<file path="src/rtl/rtc_flag_pkg.sv">
package rtc_flag_pkg;
  localparam int AW = 8;
  localparam int DW = 8;
  localparam logic [AW-1:0] ADDR_CTRL   = 8'h08;
  localparam logic [AW-1:0] ADDR_OSC    = 8'h09;
  localparam logic [AW-1:0] ADDR_STATUS = 8'h0B;
  localparam logic [AW-1:0] CLK_REG_LAST = 8'h06;

  // Sticky flag update: set has priority over any clear.
  function automatic logic sticky_next(input logic cur, input logic set, input logic clr);
    return set | (cur & ~clr);
  endfunction

  function automatic logic [DW-1:0] pack_status(input logic arst, input logic rsl,
                                                input logic alm, input logic bat, input logic pf);
    return {arst, 1'b0, rsl, 2'b00, alm, bat, pf};
  endfunction

  function automatic logic [DW-1:0] pack_ctrl(input logic alme, input logic lp);
    return {1'b0, alme, lp, 5'b0};
  endfunction
endpackage

</file>
<file path="src/rtl/rtc_ctrl_reg.sv">
module rtc_ctrl_reg
  import rtc_flag_pkg::*;
(
  input  logic          clk,
  input  logic          rst_n,
  input  logic          ctrl_wr,
  input  logic          osc_wr,
  input  logic [DW-1:0] wdata,
  input  logic          osc_absent,
  output logic          alme_q,
  output logic          lpm_q,
  output logic          of_q,
  output logic          of_set_ev
);
  logic of_clr;
  assign of_set_ev = osc_absent;
  assign of_clr    = osc_wr & ~wdata[DW-1];

  always_ff @(posedge clk or negedge rst_n) begin
    if (!rst_n) begin
      alme_q <= 1'b0;
      lpm_q  <= 1'b0;
      of_q   <= 1'b1;
    end else begin
      if (ctrl_wr) begin
        alme_q <= wdata[6];
        lpm_q  <= wdata[5];
      end
      of_q <= sticky_next(of_q, of_set_ev, of_clr);
    end
  end
endmodule

</file>
<file path="src/rtl/rtc_status_reg.sv">
module rtc_status_reg
  import rtc_flag_pkg::*;
(
  input  logic          clk,
  input  logic          rst_n,
  input  logic          sr_wr,
  input  logic          sr_rd,
  input  logic          any_wr,
  input  logic          clk_reg_wr,
  input  logic          bus_start,
  input  logic          bus_stop,
  input  logic [DW-1:0] wdata,
  input  logic          batt_mode,
  input  logic          alarm_hit,
  input  logic          alme,
  output logic          arst_q,
  output logic          rsl_q,
  output logic          alm_q,
  output logic          bat_q,
  output logic          pf_q,
  output logic          bat_set_ev,
  output logic          alm_set_ev,
  output logic          autoclr_ev
);
  logic batt_d, armed_q, snap_alm_q, snap_bat_q;
  logic alm_clr, bat_clr;

  assign bat_set_ev = batt_mode & ~batt_d;
  assign alm_set_ev = alarm_hit & alme;
  assign autoclr_ev = armed_q & bus_stop & arst_q;
  assign alm_clr = (sr_wr & ~wdata[2]) | (autoclr_ev & snap_alm_q);
  assign bat_clr = (sr_wr & ~wdata[1]) | (autoclr_ev & snap_bat_q);

  always_ff @(posedge clk or negedge rst_n) begin
    if (!rst_n) begin
      arst_q     <= 1'b0;
      rsl_q      <= 1'b0;
      alm_q      <= 1'b0;
      bat_q      <= 1'b1;
      pf_q       <= 1'b1;
      batt_d     <= 1'b0;
      armed_q    <= 1'b0;
      snap_alm_q <= 1'b0;
      snap_bat_q <= 1'b0;
    end else begin
      batt_d <= batt_mode;
      if (sr_wr) begin
        arst_q <= wdata[7];
        rsl_q  <= wdata[5];
      end
      alm_q <= sticky_next(alm_q, alm_set_ev, alm_clr);
      bat_q <= sticky_next(bat_q, bat_set_ev, bat_clr);
      if (clk_reg_wr) pf_q <= 1'b0;
      if (sr_rd) begin
        armed_q    <= 1'b1;
        snap_alm_q <= alm_q;
        snap_bat_q <= bat_q;
      end else if (bus_stop || bus_start || any_wr) begin
        armed_q <= 1'b0;
      end
    end
  end
endmodule

</file>
<file path="src/rtl/rtc_flag_bank.sv">
module rtc_flag_bank
  import rtc_flag_pkg::*;
(
  input  logic       clk,
  input  logic       rst_n,
  input  logic [7:0] bus_addr,
  input  logic [7:0] bus_wdata,
  input  logic       bus_wr,
  input  logic       bus_rd,
  input  logic       bus_start,
  input  logic       bus_stop,
  output logic [7:0] bus_rdata,
  input  logic       batt_mode,
  input  logic       alarm_hit,
  input  logic       osc_absent,
  output logic       clk_run,
  output logic       alarm_en,
  output logic       low_power,
  output logic       seal,
  output logic       auto_clr
);
  logic sr_wr, sr_rd, ctrl_wr, osc_wr, clk_reg_wr;
  logic arst_q, rsl_q, alm_q, bat_q, pf_q, alme_q, lpm_q, of_q;
  logic bat_set_ev, alm_set_ev, autoclr_ev, of_set_ev;

  assign sr_wr      = bus_wr & (bus_addr == ADDR_STATUS);
  assign sr_rd      = bus_rd & (bus_addr == ADDR_STATUS);
  assign ctrl_wr    = bus_wr & (bus_addr == ADDR_CTRL);
  assign osc_wr     = bus_wr & (bus_addr == ADDR_OSC);
  assign clk_reg_wr = bus_wr & (bus_addr <= CLK_REG_LAST);

  rtc_status_reg u_status (
    .clk, .rst_n, .sr_wr, .sr_rd, .any_wr(bus_wr), .clk_reg_wr,
    .bus_start, .bus_stop, .wdata(bus_wdata), .batt_mode, .alarm_hit,
    .alme(alme_q), .arst_q, .rsl_q, .alm_q, .bat_q, .pf_q,
    .bat_set_ev, .alm_set_ev, .autoclr_ev
  );

  rtc_ctrl_reg u_ctrl (
    .clk, .rst_n, .ctrl_wr, .osc_wr, .wdata(bus_wdata), .osc_absent,
    .alme_q, .lpm_q, .of_q, .of_set_ev
  );

  always_comb begin
    unique case (bus_addr)
      ADDR_STATUS: bus_rdata = pack_status(arst_q, rsl_q, alm_q, bat_q, pf_q);
      ADDR_CTRL:   bus_rdata = pack_ctrl(alme_q, lpm_q);
      ADDR_OSC:    bus_rdata = {of_q, 7'b0};
      default:     bus_rdata = '0;
    endcase
  end

  assign clk_run   = ~pf_q;
  assign alarm_en  = alme_q;
  assign low_power = lpm_q;
  assign seal      = rsl_q;
  assign auto_clr  = arst_q;
endmodule

</file>
<file path="config.mk">
export PLATFORM = sky130hd
export DESIGN_NAME = rtc_flag_bank
export DESIGN_NICKNAME = d
export VERILOG_FILES = /design/src/rtl/rtc_flag_pkg.sv /design/src/rtl/rtc_ctrl_reg.sv /design/src/rtl/rtc_status_reg.sv /design/src/rtl/rtc_flag_bank.sv
export SDC_FILE = /design/constraint.sdc
export NUM_CORES = 1
export LEC_CHECK = 0
export BUFFER_PORTS_ARGS = -buffer_cell sky130_fd_sc_hd__clkbuf_2
export CAP_MARGIN = 20
export CELL_PAD_IN_SITES_DETAIL_PLACEMENT = 1
export CELL_PAD_IN_SITES_GLOBAL_PLACEMENT = 1
export CORE_ASPECT_RATIO = 1.1
export CORE_MARGIN = 10
export CORE_UTILIZATION = 34
export CTS_BUF_LIST = sky130_fd_sc_hd__clkbuf_4 sky130_fd_sc_hd__clkbuf_8
export DETAILED_ROUTE_END_ITERATION = 6
export HOLD_SLACK_MARGIN = 0.12
export PLACE_DENSITY_LB_ADDON = 0.15
export SLEW_MARGIN = 20
export SYNTH_ARGS = -nofsm -noshare
export SYNTH_HDL_FRONTEND = slang
export SYNTH_SLANG_ARGS = --single-unit
</file>
<file path="constraint.sdc">
create_clock -name clk -period 2.9 [get_ports clk]
set_clock_uncertainty 0.1 [all_clocks]
set_input_delay 0.725 -clock clk [delete_from_list [all_inputs] [get_ports clk]]
set_output_delay 0.725 -clock clk [all_outputs]
set_load 0.02 [all_outputs]
</file>
==> impl_metrics.env <==
export IMPL_status="complete, no violations"
export IMPL_htree_levels=1
export IMPL_portBuffers=32
export IMPL_clock_sinks=12
export IMPL_met3_length_um=225
export IMPL_maxCapViolCount=0
export IMPL_final_nets=121
export IMPL_cts_root_buf="clkbuf_4"
export IMPL_wire_per_inst_um=16.64
export IMPL_dieArea_um2=4049
export IMPL_grt_setup_unrepaired="false"
export IMPL_crit_fanout=4
export IMPL_clkLatencyLatePin_ns=0.27
export IMPL_drt_wl_total_um=1880
export IMPL_clkTransAtPathRegs_ns=0.08
export IMPL_r2r_cells=3
export IMPL_insertedDiodeCount=0
export IMPL_antenna_found_initial=0
export IMPL_finalHoldViolations=0
export IMPL_coreArea_um2=1802
export IMPL_top_layer_used="met3"
export IMPL_finalSetupTns_ns=0
export IMPL_cp_arrival_ns=1.93
export IMPL_initial_utilization_pct=35.90
export IMPL_ys_seq_elements=12
export IMPL_fin_crit_sh_pct=95.04
export IMPL_placement_rows=16
export IMPL_io_pins=38
export IMPL_worstPathCellList="clkbuf_2, or4_1, nor2_1, and2_1, clkbuf_2"
export IMPL_final_util_pct=47.85
export IMPL_grt_ovfl_total=0
export IMPL_worst_path_buf_inv=2
export IMPL_ys_types=25
export IMPL_cp_common_cell="clkbuf_2"
export IMPL_finalCriticalPeriod_ns=2.756
export IMPL_endpoint_kind="output port"
export IMPL_startpoint_type="primary input"
export IMPL_peakVddDrop_v=0.0002414
export IMPL_cts_setup_buffers=0
export IMPL_grt_pass1_vias=604
export IMPL_ys_warn_count=0
export IMPL_timing_fmax_ghz=0.3628
export IMPL_die_h_um=65.75
export IMPL_critPathTopFamily="simple AND/OR/NAND/NOR gates"
export IMPL_slowest_stage="or4_1"
export IMPL_via_count=596
export IMPL_cts_hold_buf=0
export IMPL_grtUsageTotal_pct=9.025
export IMPL_drtIter0Drc=10
export IMPL_gp_congestion=0.7337
export IMPL_die_x_um=61.59
export IMPL_hold_path_class="in2async"
export IMPL_slowest_delay_ns=0.54
export IMPL_slew_viol_final=0
export IMPL_crit_end="bus_rdata[1]"
export IMPL_crit_start="bus_addr[5]"
export IMPL_cts_resized=0
export IMPL_dr_wl_met2_um=873
export IMPL_areaGrowthSynthToFinish_pct=33.27
export IMPL_setup_viol=0
export IMPL_drc_errors=0
export IMPL_first_pass_iters=4
export IMPL_fillers=232
export IMPL_synth_avg_cell_area_um2=10.96
export IMPL_p_per_area_nw_per_um2=455.3
export IMPL_rr_endpoint="u_status.alm_q"
export IMPL_rr_startpoint="u_status.arst_q"
export IMPL_layout_drive_gt1_share_pct=50.53
export IMPL_postRouteAntennaNets=0
export IMPL_path_class="in2out"
export IMPL_cp_data_required_time_ns=2.08
export IMPL_dp_hpwl_um=1597
export IMPL_cellLeakagePower_nw=0.4294
export IMPL_clock_path_buffers=2
export IMPL_ys_seq_area_share_pct=47.00
export IMPL_reg2reg_slack_ns=1.93
export IMPL_grt_pass1_wl_um=2863
export IMPL_cts_buffers=3
export IMPL_synth_cells=59
export IMPL_vias_per_cell=5.274
export IMPL_syn_area_um2=646.9
export IMPL_drt_met1_wl_um=781
export IMPL_grt_max_degree=13
export IMPL_cts_tree="done"
export IMPL_cp_num_cells=5
[per-stage QoR]
stage / setup WS, ns / cell area, um^2 / hold slack (ns) / total power [mW] / std cells
after global routing: 0.04631 / 862.1 / 0.2428 / 0.4137 / 113
after global placement: 0.1040 / 825.8 / 0.3831 / 0.2611 / 109
after CTS: 0.1172 / 862.1 / 0.2349 / 0.3987 / 113
final: 0.1439 / 862.1 / 0.2348 / 0.3925 / 113
after detailed placement: 0.1239 / 825.8 / 0.3832 / 0.2644 / 109
after floorplan: 0.06070 / 650.6 / 0.3294 / 0.2276 / 60
[synthesized netlist by cell type (all sizes together)]
master,count,area (um^2)
nor4b,1,8.760
a21oi,2,10.01
or4,1,7.510
nor4,1,21.27
nand2,2,7.510
a41oi,1,8.760
nor2b,3,18.77
nor3,1,5.000
nand4,5,37.53
dfstp,3,78.83
nor2,4,15.01
nand4b,2,17.52
inv,3,11.26
dfrtp,9,225.2
buf,2,15.01
a21o,1,7.510
mux2,6,67.56
mux2i,1,10.01
nor3b,2,15.01
o41ai,1,8.760
a31oi,2,12.51
and2,3,18.77
a22oi,2,15.01
conb,1,3.750
[logic make-up (layout without fill, tap and decap cells)]
group,Yosys count,count (layout),synth area share [%]
buf+inv,5,40,4.061
mux,7,7,11.99
simple gates,25,25,26.69
other cells,1,2,0.5797
flops,12,12,47.00
compound gates,9,9,9.671
[area by class of cell]
class,instances,area [um^2],area share [%]
flip-flops and latches,12,304.0,35.27
multi-input cells,43,320.3,37.16
well taps,18,22.52,2.612
clock buffers,4,36.28,4.209
repair buffers,33,167.7,19.45
inverters,3,11.26,1.306
[where the power goes]
part           leakage (nW)  switching (mW)  internal (mW)
registers             0.152         0.00887          0.183
clock network        0.0210          0.0564         0.0762
logic                 0.257          0.0393         0.0288
total                 0.429           0.105          0.288
[worst reg2reg max path, cell delays in order, from the launching register on]
cell,delay (ns)
dfrtp_1,0.42
nand4_1,0.11
a22oi_1,0.16
a31oi_1,0.06
[layer usage]
metal	global-route usage (%)	up-vias
li1	-	291
met4	2.514	0
met1	10.34	283
met2	14.38	22
met5	0	-
met3	4.423	0
[worst min-delay path by stage]
stage,endpoint,from,slack [ns],depth (start not counted)
after CTS,u_ctrl.lpm_q,rst_n,0.23,1
after detailed placement,u_status.pf_q,u_status.pf_q,0.38,2
after global placement,u_status.pf_q,u_status.pf_q,0.38,2
final,u_ctrl.lpm_q,rst_n,0.23,1
after floorplan,u_ctrl.alme_q,rst_n,0.33,0
after global routing,u_ctrl.alme_q,rst_n,0.24,1
[layout by cell type (no fill, tap or decap), drive strengths merged]
cell type and instances:
nor3b 2, or4 1, nand4b 2, mux2 6, dfstp 3, a21oi 2
clkbuf 36, nor4b 1, nor2b 3, a22oi 2, mux2i 1, dfrtp 9
conb 2, nor3 1, inv 3, nand2 2, a41oi 1, nor2 4
nor4 1, buf 1, o41ai 1, nand4 5, a31oi 2, a21o 1
and2 3
No activity file was read; power rests on OpenSTA's default activity.
